`config.mk`:
```
export PLATFORM = sky130hd
export DESIGN_NAME = stack_seq
export DESIGN_NICKNAME = d
export VERILOG_FILES = /design/src/rtl/stack_seq.sv
export SDC_FILE = /design/constraint.sdc
export NUM_CORES = 1
export LEC_CHECK = 0
export BUFFER_PORTS_ARGS = -buffer_cell sky130_fd_sc_hd__buf_4
export CORE_ASPECT_RATIO = 0.6
export CORE_MARGIN = 1.5
export CORE_UTILIZATION = 47
export CTS_CLUSTER_DIAMETER = 30
export DETAILED_ROUTE_END_ITERATION = 7
export GPL_ROUTABILITY_DRIVEN = 1
export PLACE_DENSITY = 0.95
export SLEW_MARGIN = 20
export SYNTH_ARGS = -nofsm -noshare
export SYNTH_HDL_FRONTEND = slang
export SYNTH_SLANG_ARGS = --single-unit
export TNS_END_PERCENT = 20
```
`constraint.sdc`:
```
create_clock -name clk -period 5.27 [get_ports clk]
set_input_delay 0.2635 -clock clk [delete_from_list [all_inputs] [get_ports clk]]
set_output_delay 0.2635 -clock clk [all_outputs]
set_load 0.005 [all_outputs]
```
`src/rtl/stack_seq.sv`:
```
module stack_seq #(
  parameter int DW = 32,
  parameter int AW = 16,
  parameter logic [AW-1:0] SP_INIT = 'h800
) (
  input  logic          clk,
  input  logic          rst_n,
  input  logic          cmd_valid,
  input  logic [1:0]    cmd_op,
  input  logic [2:0]    cmd_reg,
  input  logic          cmd_wide,
  input  logic          long_mode,
  output logic          busy,
  output logic          done,
  output logic          illegal,
  output logic [AW-1:0] sp,
  output logic [2:0]    rf_raddr,
  input  logic [DW-1:0] rf_rdata,
  output logic          rf_we,
  output logic [2:0]    rf_waddr,
  output logic [DW-1:0] rf_wdata,
  output logic          mem_req,
  output logic          mem_we,
  output logic          mem_wide,
  output logic [AW-1:0] mem_addr,
  output logic [DW-1:0] mem_wdata,
  input  logic [DW-1:0] mem_rdata,
  input  logic          mem_ack
);

  localparam logic [1:0] OP_PUSH = 2'd0;
  localparam logic [1:0] OP_SAVE = 2'd2;
  localparam logic [1:0] OP_REST = 2'd3;
  localparam logic [2:0] SP_SLOT = 3'd4;
  localparam logic [AW-1:0] WIDE_STEP = AW'(DW / 8);
  localparam logic [AW-1:0] HALF_STEP = AW'(2);

  typedef enum logic [1:0] {S_IDLE, S_XFER, S_DONE} st_t;

  st_t           st;
  logic [1:0]    op_q;
  logic [2:0]    reg_q;
  logic [2:0]    cnt;
  logic          wide_q;
  logic [AW-1:0] sp_q;
  logic [AW-1:0] sp_lat;
  logic          ill_q;

  wire            accept  = (st == S_IDLE) && cmd_valid && !(cmd_op[1] && long_mode);
  wire            refuse  = (st == S_IDLE) && cmd_valid && cmd_op[1] && long_mode;
  wire            is_push = !op_q[0];
  wire            last    = !op_q[1] || (cnt == 3'd7);
  wire            fire    = (st == S_XFER) && mem_ack;
  wire [AW-1:0]   step    = wide_q ? WIDE_STEP : HALF_STEP;
  wire [2:0]      slot    = op_q[1] ? (op_q[0] ? ~cnt : cnt) : reg_q;
  wire            sp_src  = (op_q == OP_SAVE) && (cnt == SP_SLOT);
  wire            drop    = (op_q == OP_REST) && (cnt == 3'd3);
  wire [DW-1:0]   src     = sp_src ? DW'(sp_lat) : rf_rdata;

  assign busy      = (st != S_IDLE);
  assign done      = (st == S_DONE);
  assign illegal   = ill_q;
  assign sp        = sp_q;
  assign rf_raddr  = slot;
  assign rf_waddr  = slot;
  assign rf_we     = fire && !is_push && !drop;
  assign rf_wdata  = wide_q ? mem_rdata : {rf_rdata[DW-1:16], mem_rdata[15:0]};
  assign mem_req   = (st == S_XFER);
  assign mem_we    = is_push;
  assign mem_wide  = wide_q;
  assign mem_addr  = is_push ? sp_q - step : sp_q;
  assign mem_wdata = wide_q ? src : {{(DW-16){1'b0}}, src[15:0]};

  always_ff @(posedge clk or negedge rst_n) begin
    if (!rst_n) begin
      st     <= S_IDLE;
      op_q   <= OP_PUSH;
      reg_q  <= '0;
      cnt    <= '0;
      wide_q <= 1'b1;
      sp_q   <= SP_INIT;
      sp_lat <= SP_INIT;
      ill_q  <= 1'b0;
    end else begin
      ill_q <= refuse;
      case (st)
        S_IDLE: if (accept) begin
          st     <= S_XFER;
          op_q   <= cmd_op;
          reg_q  <= cmd_reg;
          wide_q <= cmd_wide;
          sp_lat <= sp_q;
          cnt    <= '0;
        end
        S_XFER: if (mem_ack) begin
          sp_q <= is_push ? sp_q - step : sp_q + step;
          cnt  <= cnt + 3'd1;
          if (last) st <= S_DONE;
        end
        default: st <= S_IDLE;
      endcase
    end
  end

  assert_push_step_R1: assert property (@(posedge clk) disable iff (!rst_n)
    (fire && is_push) |=> (sp_q == $past(mem_addr)));

  assert_pop_step_R2: assert property (@(posedge clk) disable iff (!rst_n)
    (fire && !is_push) |=> (sp_q == $past(mem_addr) + $past(step)));

  assert_skip_slot_R4: assert property (@(posedge clk) disable iff (!rst_n)
    (rf_we && op_q == OP_REST) |-> (rf_waddr != SP_SLOT));

  assert_bulk_span_R5: assert property (@(posedge clk) disable iff (!rst_n)
    (done && op_q[1]) |-> (sp_q == (op_q[0] ? sp_lat + (step << 3) : sp_lat - (step << 3))));

  assert_refuse_quiet_R6: assert property (@(posedge clk) disable iff (!rst_n)
    illegal |-> (!mem_req && !rf_we && !busy));

  assert_hold_R7: assert property (@(posedge clk) disable iff (!rst_n)
    (mem_req && !mem_ack) |=> (mem_req && $stable(mem_addr) && $stable(mem_we) && $stable(mem_wdata)));

  assert_done_pulse_R8: assert property (@(posedge clk) disable iff (!rst_n)
    done |=> !done);

  assert_ignore_busy_R9: assert property (@(posedge clk) disable iff (!rst_n)
    (busy && cmd_valid) |=> ($stable(op_q) && $stable(reg_q) && $stable(wide_q)));

endmodule

```
==> results.md, run 1 <==
- Outcome: finished, final reports clean
- Max Clk Rate: ~300 MHz
- First-pass GRT wire length: about 12 mm
- Post-synthesis async set-or-reset flop share: 1.000
- Worst Reg2Reg Path Length in Cells: 7
- Fill cell count: approximately 500
- Min Tclk post-route: between 3 and 4 ns
- Layout cells sized above 1: 0.5071
- Port bufs: approximately 150
- Warnings, synthesis: 0
- Post-synth cell types: 36
- Crit. End Element: output pin
- RSZ-0062 raised after global routing: false
- Mapped Area: 2943 µm²
- Highest-delay cell along the critical path: dfstp_2
- Row count: 22
- Crit start category: flip-flop
- Clk_skew: approximately 0.0050 ns
- Root Buffer Master: clkbuf_8
- Routed WL per cell: 14.92 µm
- Tcrit/Tclk final: 0.6373
- Clock buffer depth: 2
- Synth top area share: 0.3316
- DRC errors left: 0
- Critical path class: reg -> out
- DP HPWL: 5.837 mm
- WL final: about 7.5 mm
- Hold depth: 2
- Worst R2R Start: mem_wide
- # Max-Cap Violations: 0
- Total track usage: 0.2208
- Number of global-route vias before repair: around 2.4k
- Pin count of the biggest net entering global routing: 43
- Initial cell density of the core: 0.4838
- CTS tree: built
- Hold Fails Final Rpt: 0
- Most Frequent Cell on Critical Path: nand2_1
- CP arrival: a little over 3 ns
- Final-stage net count: roughly 510
- Reg area: 1055 µm²
- GRT overflow: 0
- Seq/Total Area, Yosys: 0.3584
- DRT antenna net count: 0
- Pwr/cell area: about 530 nW/µm²
- Synth Register Bits: 42
- Number of diodes: 0
- Cell taking the most area after synthesis: dfrtp_1
- Min-Delay Path Class: in -> reg
- Initial antenna violation count: 0
- Reg2Reg Setup Slack: around 2.3 ns
- Max Slew Vio Count: 0
- FF-to-FF End: sp[10]
- Post-synth EDFFs: 0
- Later-pin clock latency in the skew report: a little under 0.3 ns
- Drt pass-1 iters: 4
- Top-Level Pins: between 150 and 200
- Critical Path Max Stage Delay: 0.93 ns
- Iter 0 DRT Violations: 99
- Setup TNS: 0 ns
- Final estimated routing congestion in global placement: approximately 0.81
- Die area: around 6800 µm²
- Clk pin slew, worst setup/hold paths: around 0.08 ns
- Synthesized instance count: 303
- Max_slew headroom: 0.5963
- Die extent in y: ~64 µm
- Gates resized, CTS repair: 0
- Clock Sinks: 42
- DR vias: roughly 2.6k
- Htree depth: 2
- Core Region: roughly 6000 µm²
- Power Total: roughly 0.0021 W
- VDD IR max: roughly 0.26 mV
- Vias per inst: roughly 5.1
- Worst EP required: between 5 and 6 ns
- Pleak: ~2 nW
- Synth top area cells: dfrtp_1 33%, mux2_2 18%, buf_4 5.4%
- Least-Margin Pin Slew: a little over 0.6 ns
- Num CTS Buffers: 5
- Area taken by multi-input logic gates: between 1500 and 2000 µm²
- Worst Path Max Fanout: 37
- Post-Syn Area per Cell: 9.712 µm²
- Final WS setup: 1.912 ns
- HP Start: cmd_reg[2]
- Main synth FF type: dfrtp_1
- Cell with the most instances after synthesis: mux2_2
- Endpoints failing setup: 0
- Min-Delay Endpoint: reg_q[2]
- Area delta synth->final: 37.93%
- Pre-CTS WS: between 2 and 2.5 ns
- Post-synth top cells: 48 x mux2_2, 39 x dfrtp_1, 21 x buf_4, 20 x and3_1, 20 x nand2_1
- Die width: around 110 µm
- Worst path cell trace: inv_1 -> ha_1 -> nor2b_1 -> or4_1 -> or3_1 -> nand2_1 -> nand2_1 -> buf_4
==> critical path: cells and delay by family (launching register included) <==
kind / cells / cell delay (ns)
and+or+nand+nor: 5 / 1.17
DFF: 1 / 0.93
buffers and inverters: 2 / 0.36
adders and majority gates: 1 / 0.34
==> flip-flops by register name, summed over array words and instances, names as in the netlist <==
| signal | cells |
|---|---|
| illegal | 1 |
| sp_lat | 15 |
| cnt | 3 |
| sp | 15 |
| reg_q | 3 |
| op_q | 2 |
| st | 2 |
| mem_wide | 1 |
==> cell families after synthesis <==
kind of cell,Yosys count,synth area share
AOI/OAI and AO/OA,32,0.05825
xor gates and xnor gates,28,0.08333
adders and majority gates,10,0.04762
buffers and inverters,53,0.09736
DFF,42,0.3584
muxes,48,0.1837
other,1,0.001274
and+or+nand+nor,89,0.1701
==> through the flow <==
| step | utilization | instance area [µm²] | instances | hold slack [ns] |
|---|---|---|---|---|
| 4_1_cts | 0.6672 | 4059 | 506 | 0.1889 |
| 2_1_floorplan | - | 2947 | 304 | -0.03209 |
| 5_1_grt | 0.6672 | 4059 | 506 | 0.1907 |
| 3_3_place_gp | 0.6477 | 3940 | 497 | 0.2798 |
| 6_report | 0.6672 | 4059 | 506 | 0.2023 |
| 3_5_place_dp | 0.6477 | 3940 | 497 | 0.2859 |
==> layout by cell type, fill, tap and decap left out, drive strengths merged <==
master,count
nand4,5
o21ai,18
dfrtp,39
buf,151
and2,3
or4,3
conb,2
nand3,7
nor3,6
nor2b,7
a21oi,10
dlygate4sd3,1
clkinv,2
and4,1
a211oi,1
and3,20
xor2,12
nand4bb,1
ha,8
bufinv,1
clkbuf,5
nand2,20
o22a,1
inv,11
dfstp,3
or3,3
mux2,48
xnor2,16
fa,2
nor4,1
o21a,2
nor2,12
==> per-layer routing <==
metal | part of all wire | track usage
met5 | 0 | 0
met4 | 0.0028 | 0.04623
met3 | 0.059 | 0.04592
met2 | 0.48 | 0.3562
met1 | 0.46 | 0.3072
==> repair_timing <==
item                                   in CTS  in global routing
hold buffers                                1                  0
buffers inserted                            0                  0
endpoints found under the hold margin      39                  0
==> where the power goes <==
| group | total [W] | leakage [nW] | internal (W) | switching (W) |
|---|---|---|---|---|
| logic | 0.00117 | 1.45 | 0.000690 | 0.000477 |
| registers | 0.000719 | 0.525 | 0.000474 | 0.000245 |
| clock network | 0.000250 | 0.0579 | 0.000139 | 0.000110 |
| total | 0.00214 | 2.04 | 0.00130 | 0.000832 |
==> layout make-up <==
class	instances	share of cell area
Clock buffer	5	0.01695
Tap cell	84	0.02589
Sequential cell	42	0.2599
Multi-Input combinational cell	209	0.3955
Clock inverter	3	0.009864
Inverter	11	0.01017
Timing Repair Buffer	152	0.2818
==> worst max-delay path by stage <==
stage | startpoint | endpoint | slack (ns) | cells after the start
2_1_floorplan | mem_wide | mem_addr[10] | 2.55 | 8
3_3_place_gp | mem_wide | mem_addr[10] | 2.29 | 7
3_5_place_dp | mem_wide | mem_addr[6] | 2.23 | 8
4_1_cts | mem_wide | mem_addr[6] | 1.90 | 8
5_1_grt | mem_wide | mem_addr[10] | 1.68 | 7
6_report | mem_wide | mem_addr[6] | 1.91 | 8
No activity file was read; power rests on OpenSTA's default activity.
==> run 2, diff against run 1 <==
Settings changed: ABC_AREA from default to 1, CORE_UTILIZATION 47 to 41, PLACE_DENSITY 0.95 to 0.89.
Clock period 5.27 ns to 2.8 ns, I/O delays scaled along.
==> results.md, run 2 <==
- Outcome: finished, final reports clean
- Post-synth EDFFs: 0 (unchanged)
- Top-Level Pins: 184 (unchanged)
- Critical path class: reg -> out
- Most frequent cells in the layout: 183 x nand2_1, 153 x buf_4, 69 x o21ai_0, 55 x inv_1, 48 x nor2_1
- Number of global-route vias before repair: 3307 (+35%)
- Root Buffer Master: clkbuf_16
- Worst Reg2Reg Path Length in Cells: 13 (+6)
- Area delta synth->final: 34.89%
- Htree depth: 2 (unchanged)
- Reg area: 1055 µm² (unchanged)
- RSZ-0062 raised after global routing: false
- Fill cell count: 744 (+50%)
- Main synth FF type: dfrtp_1
- Row count: 25 (+14%)
- Die width: 120.7 µm (+15%)
- DRC errors left: 0 (unchanged)
- Mapped Area: 3407 µm² (+16%)
- Pre-CTS WS: 0.6017 ns (-1.626 ns)
- Drt pass-1 iters: 5 (+1)
- Post-Syn Area per Cell: 6.416 µm² (-34%)
- First-pass GRT wire length: 16.82 mm (+41%)
- Leading cell type in the layout, fill and taps excluded: nand2_1
- Synth top area cells: dfrtp_1 29%, nand2_1 20%, o21ai_0 10%
- Power Total: 0.004572 W (+110%)
- Endpoints failing setup: 0 (unchanged)
- Cell taking the most area after synthesis: dfrtp_1
- Worst path cell trace: inv_1 -> ha_1 -> fa_1 -> nand3_1 -> inv_1 -> nand4_1 -> nand3_1 -> o21ai_0 -> buf_4
- Worst R2R Start: mem_wide
- Worst EP required: 2.66 ns (-2.35 ns)
- FF-to-FF End: sp[15]
- Setup crit start: mem_wide
- Initial antenna violation count: 0 (unchanged)
- Met2 usage: 0.3706 (+0.01437)
- Reg2Reg Setup Slack: 0.64 ns (-1.69 ns)
- Pleak: 2.536 nW (+25%)
- VDD IR max: 0.4572 mV (+77%)
- Final estimated routing congestion in global placement: 0.9386 (+16%)
- Area taken by multi-input logic gates: 1859 µm² (+16%)
- Post-synthesis async set-or-reset flop share: 1.000 (unchanged)
- Max Slew Vio Count: 0 (unchanged)
- Max Clk Rate: just under 400 MHz
- M1 GR Usage: 0.3545 (+0.04733)
- Pin count of the biggest net entering global routing: 43 (unchanged)
- Warnings, synthesis: 0 (unchanged)
- Later-pin clock latency in the skew report: 0.29 ns (about the same)
- CP arrival: 2.40 ns (-0.69 ns)
- DRT antenna net count: 0 (unchanged)
- Hold Fails Final Rpt: 0 (unchanged)
- Gates resized, CTS repair: 0 (unchanged)
- Number of diodes: 0 (unchanged)
- Seq/Total Area, Yosys: 0.3096 (-0.04883)
- Max_slew headroom: 0.5695 (-0.02681)
- Vias per inst: 5.038 (-2.0%)
- CP Capture Point: mem_addr[9]
- Initial cell density of the core: 0.4271 (-0.05661)
- Iter 0 DRT Violations: 328 (+230%)
- CP delay by family, top: adder cells
- Met3 Use GR: 0.05435 (+0.008429)
- Num CTS Buffers: 5 (unchanged)
- CP bufs+invs: 3 (+1)
- # Max-Cap Violations: 0 (unchanged)
- Synth Register Bits: 42 (unchanged)
- Layout cells sized above 1: 0.2853 (-0.2218)
- Busiest grt layer: met2
- Clock Sinks: 42 (unchanged)
- Post-synth top cells: 183 x nand2_1, 69 x o21ai_0, 55 x inv_1, 48 x nor2_1, 39 x dfrtp_1
- Critical Path Max Stage Delay: 0.53 ns (-0.40 ns)
- Die area: 8884 µm² (+31%)
- GRT overflow: 0 (unchanged)
- Pwr/cell area: 994.9 nW/µm² (+89%)
- Cell with the most instances after synthesis: nand2_1
- Die extent in y: 73.61 µm (+14%)
- Clock buffer depth: 2 (unchanged)
- Routed WL per cell: 14.38 µm (-3.6%)
- Post-synth cell types: 31 (-14%)
- Final-stage net count: 736 (+45%)
- Worst Path Max Fanout: 5 (-86%)
- Highest-delay cell along the critical path: dfstp_2
- Core Region: 7976 µm² (+31%)
- Final WS setup: 0.2614 ns (-1.650 ns)
- Crit start category: flip-flop
- Setup TNS: 0 ns (unchanged)
- Min-Delay Path Class: in -> reg
- Synth top area share: 0.2864 (-0.04518)
- Clk pin slew, worst setup/hold paths: 0.07 ns (about the same)
- Fin cells: 760 (+50%)
- Port bufs: 149 (unchanged)
- DR vias: 3829 (+47%)
- DP HPWL: 8.408 mm (+44%)
- Clk_skew: 0.007815 ns (+0.002838 ns)
- Tcrit/Tclk final: 0.9066
- Total track usage: 0.2415 (+0.02063)
- Synthesized instance count: 531 (+75%)
- CTS tree: built
- Post-Route Utilization: 0.5762 (-0.09106)
- Least-Margin Pin Slew: 0.6450 ns (+0.03950 ns)
- Min Tclk post-route: around 2.5 ns
- Crit. End Element: output pin
- Cell count after placement: 751 (+51%)
- Cell count along the critical path: 9 (+1)
- WL final: 10.93 mm (+45%)
## run 2: changes by cell type after synthesis, moves of 20 or more
cell     before  now
nand2_1      20  183
o21ai_0      17   69
mux2_2       48    3
inv_1        11   55
nor2_1       12   48
nand3_1       7   34
and3_1       20    0
## run 2: logic make-up after synthesis
group	share of synthesized area
AOI/OAI and AO/OA	0.1216
xor gates and xnor gates	0.01286
adders and majority gates	0.04113
buffers and inverters	0.1458
DFF	0.3096
muxes	0.009915
other	0.001101
and+or+nand+nor	0.3581
## run 2: metal layers
| layer | wire length, µm | vias to the layer above | share of wire |
|---|---|---|---|
| met3 | 1166 | 9 | 0.11 |
| met5 | 0 | - | 0 |
| li1 | - | 1885 | - |
| met4 | 71 | 0 | 0.0065 |
| met1 | 4993 | 1750 | 0.46 |
| met2 | 4694 | 185 | 0.43 |
## run 2: area by class of cell
type | count | area share
multi-input cells | 391 | 0.4046
clock buffers | 5 | 0.02723
clock inverters | 3 | 0.01062
repair buffers | 154 | 0.2521
inverters | 57 | 0.04656
well taps | 108 | 0.02940
flip-flops and latches | 42 | 0.2295
## run 2: worst reg2reg max path: cells and delay by family (launching register included)
kind                       cells  cell delay (ns)
DFF                            1             0.37
adders and majority gates      2             0.66
buffers and inverters          3             0.29
and+or+nand+nor                8             0.80
## run 2: power breakdown
| group | leakage (nW) | internal, W | switching (W) |
|---|---|---|---|
| registers | 0.537 | 0.000854 | 0.000312 |
| logic | 1.92 | 0.00118 | 0.00154 |
| clock network | 0.0819 | 0.000427 | 0.000260 |
| total | 2.54 | 0.00246 | 0.00211 |
## run 2: worst min path at each step
stage / from / endpoint / cells after the start
after floorplan: rst_n / cnt[0] / 0
after global placement: rst_n / sp[10] / 1
after detailed placement: rst_n / sp[10] / 1
after CTS: cmd_reg[2] / reg_q[2] / 2
after global routing: cmd_reg[2] / reg_q[2] / 2
final: cmd_reg[2] / reg_q[2] / 2
## run 2: per-stage QoR
| stage | instance area [µm²] | hold WS [ns] |
|---|---|---|
| floorplan | 3411 | -0.1556 |
| finish | 4596 | 0.08613 |
| detailed placement | 4412 | 0.1640 |
| global route | 4596 | 0.09115 |
| CTS | 4596 | 0.08792 |
| global placement | 4412 | 0.1571 |
## run 2: timing repair
| item | in CTS | in global routing |
|---|---|---|
| buffers inserted | 0 | 0 |
| hold buffers | 1 | 0 |
| hold endpoints to repair | 39 | 0 |
| endpoints found under the setup margin | 0 | 0 |
==> run 3, diff against run 2 <==
Settings changed: ABC_AREA 1 to default, CORE_UTILIZATION 41 to 39.
==> results.md, run 3 (same netlist as run 1, synthesis figures left out) <==
- Row count: 24 (-4.0%)
- Top-Level Pins: 184 (unchanged)
- Routed WL per cell: 15.97 µm (+11%)
- Die width: 115.1 µm (-4.6%)
- Pleak: 2.066 nW (-19%)
- Crit. End Element: output pin
- Total track usage: 0.2071 (-0.03437)
- Power Total: 0.004218 W (-7.7%)
- Met2 usage: 0.3287 (-0.04188)
- HP Start: cmd_reg[2]
- Reg2Reg Setup Slack: 0.45 ns (-0.19 ns)
- Tcrit/Tclk final: 0.9356 (+0.02895)
- Num CTS Buffers: 5 (unchanged)
- Die area: 8093 µm² (-8.9%)
- Outcome: finished, final reports clean
- Max Slew Vio Count: 0 (unchanged)
- Area delta synth->final: 41.16%
- Later-pin clock latency in the skew report: 0.29 ns (about the same)
- Initial antenna violation count: 0 (unchanged)
- Min-Delay Endpoint: reg_q[2]
- Fin cells: 529 (-30%)
- Endpoints failing setup: 0 (unchanged)
- Pwr/cell area: 1015 nW/µm² (+2.1%)
- Drt pass-1 iters: 4 (-1)
- Iter 0 DRT Violations: 191 (-42%)
- Hold Fails Final Rpt: 0 (unchanged)
- Most frequent cells in the layout: 154 x buf_4, 48 x mux2_2, 39 x dfrtp_1, 20 x and3_1, 20 x nand2_1
- Worst path cell trace: inv_1 -> ha_1 -> nor2b_1 -> nand4bb_2 -> or4_1 -> xnor2_1 -> buf_4
- First-pass GRT wire length: 13.15 mm (-22%)
- Final estimated routing congestion in global placement: 0.8940 (-4.8%)
- DP HPWL: 6.469 mm (-23%)
- Met3 Use GR: 0.06076 (+0.006416)
- Number of diodes: 0 (unchanged)
- Layout cells sized above 1: 0.5129 (+0.2277)
- Post-Route Utilization: 0.5693 (-0.006884)
- RSZ-0062 raised after global routing: false
- Critical path class: reg -> out
- DR vias: 2634 (-31%)
- M1 GR Usage: 0.2781 (-0.07642)
- Highest-delay cell along the critical path: dfstp_2
- Crit start category: flip-flop
- Min-Delay Path Class: in -> reg
- Final-stage net count: 509 (-31%)
- Clock buffer depth: 2 (unchanged)
- Cell count after placement: 520 (-31%)
- # Max-Cap Violations: 0 (unchanged)
- Vias per inst: 4.979 (-1.2%)
- Initial cell density of the core: 0.4033 (-0.02385)
- Die extent in y: 70.29 µm (-4.5%)
- Hold depth: 2 (unchanged)
- CTS tree: built
- Pin count of the biggest net entering global routing: 43 (unchanged)
- VDD IR max: 0.5606 mV (+23%)
- Htree depth: 2 (unchanged)
- Max Clk Rate: 381.7 MHz (-3.1%)
- Max_slew headroom: 0.5464 (-0.02310)
- Min Tclk post-route: 2.620 ns (+0.08105 ns)
- CP delay by family, top: simple AND/OR/NAND/NOR gates
- Setup TNS: 0 ns (unchanged)
- Clock Sinks: 42 (unchanged)
- Critical Path Max Stage Delay: 0.53 ns (about the same)
- GRT overflow: 0 (unchanged)
- Post-CTS setup buffer count: 0 (unchanged)
- DRC errors left: 0 (unchanged)
- Core Region: 7297 µm² (-8.5%)
- CP arrival: 2.48 ns (+0.08 ns)
- Clk_skew: 0.01082 ns (+0.003002 ns)
- CP bufs+invs: 2 (-1)
- Leading cell type in the layout, fill and taps excluded: buf_4
- Worst R2R Start: mem_wide
- Worst Path Max Fanout: 5 (unchanged)
- DRT antenna net count: 0 (unchanged)
- Worst Reg2Reg Path Length in Cells: 7 (-6)
- Root Buffer Master: clkbuf_16
- FF-to-FF End: sp[10]
- Number of global-route vias before repair: 2571 (-22%)
- Port bufs: 149 (unchanged)
- Busiest grt layer: met2
- Worst EP required: 2.66 ns (about the same)
- Clk pin slew, worst setup/hold paths: 0.06 ns (about the same)
- WL final: 8.447 mm (-23%)
- Least-Margin Pin Slew: 0.6783 ns (+0.03333 ns)
## run 3: worst max path at each step
stage | cells after the start | endpoint | startpoint | slack, ns
floorplan | 9 | sp[6] | mem_wide | 0.10
global placement | 7 | mem_addr[10] | mem_wide | 0.54
detailed placement | 7 | sp[10] | mem_wide | 0.45
CTS | 7 | mem_addr[10] | mem_wide | 0.16
global route | 7 | mem_addr[12] | mem_wide | 0.05
finish | 7 | mem_addr[10] | mem_wide | 0.18
## run 3: per-layer routing
layer	up-vias	wire length, µm	share of wire
met5	-	0	0
met4	0	53	0.0063
met3	7	706	0.084
met2	130	3918	0.46
met1	1242	3769	0.45
li1	1255	-	-
## run 3: timing repair
item	CTS	global route
endpoints found under the hold margin	39	0
hold buffers	1	0
gates resized for setup	0	1
setup endpoints to repair	0	2
## run 3: cell type report
type | count | area, µm²
timing repair buffer | 155 | 1166
tap | 104 | 130.1
sequential | 42 | 1055
clock inverter | 2 | 12.51
inverter | 11 | 41.29
multi-input combinational | 209 | 1610
clock buffer | 6 | 138.9
fill | 634 | 3143
## run 3: power breakdown
group          switching [W]  internal, W  total [W]
sequential          0.000350     0.000891    0.00124
clock               0.000246     0.000353   0.000600
combinational        0.00105      0.00133    0.00238
## run 3: per-stage QoR
| step | cell area (µm²) | hold WS [ns] | setup slack (ns) |
|---|---|---|---|
| after floorplan | 2947 | -0.1556 | 0.1001 |
| after global placement | 3988 | 0.1596 | 0.5426 |
| after detailed placement | 3988 | 0.1651 | 0.4475 |
| after CTS | 4149 | 0.08224 | 0.1596 |
| after global routing | 4154 | 0.08248 | 0.05024 |
| final | 4154 | 0.08681 | 0.1804 |
## run 3: worst reg2reg max path: cells and delay by family, from the launching register on
kind / cells / cell delay (ns)
fa+ha+maj: 1 / 0.31
flops: 1 / 0.53
simple gates: 3 / 0.98
compound gates: 1 / 0.20
buf+inv: 1 / 0.08
xor+xnor: 1 / 0.18
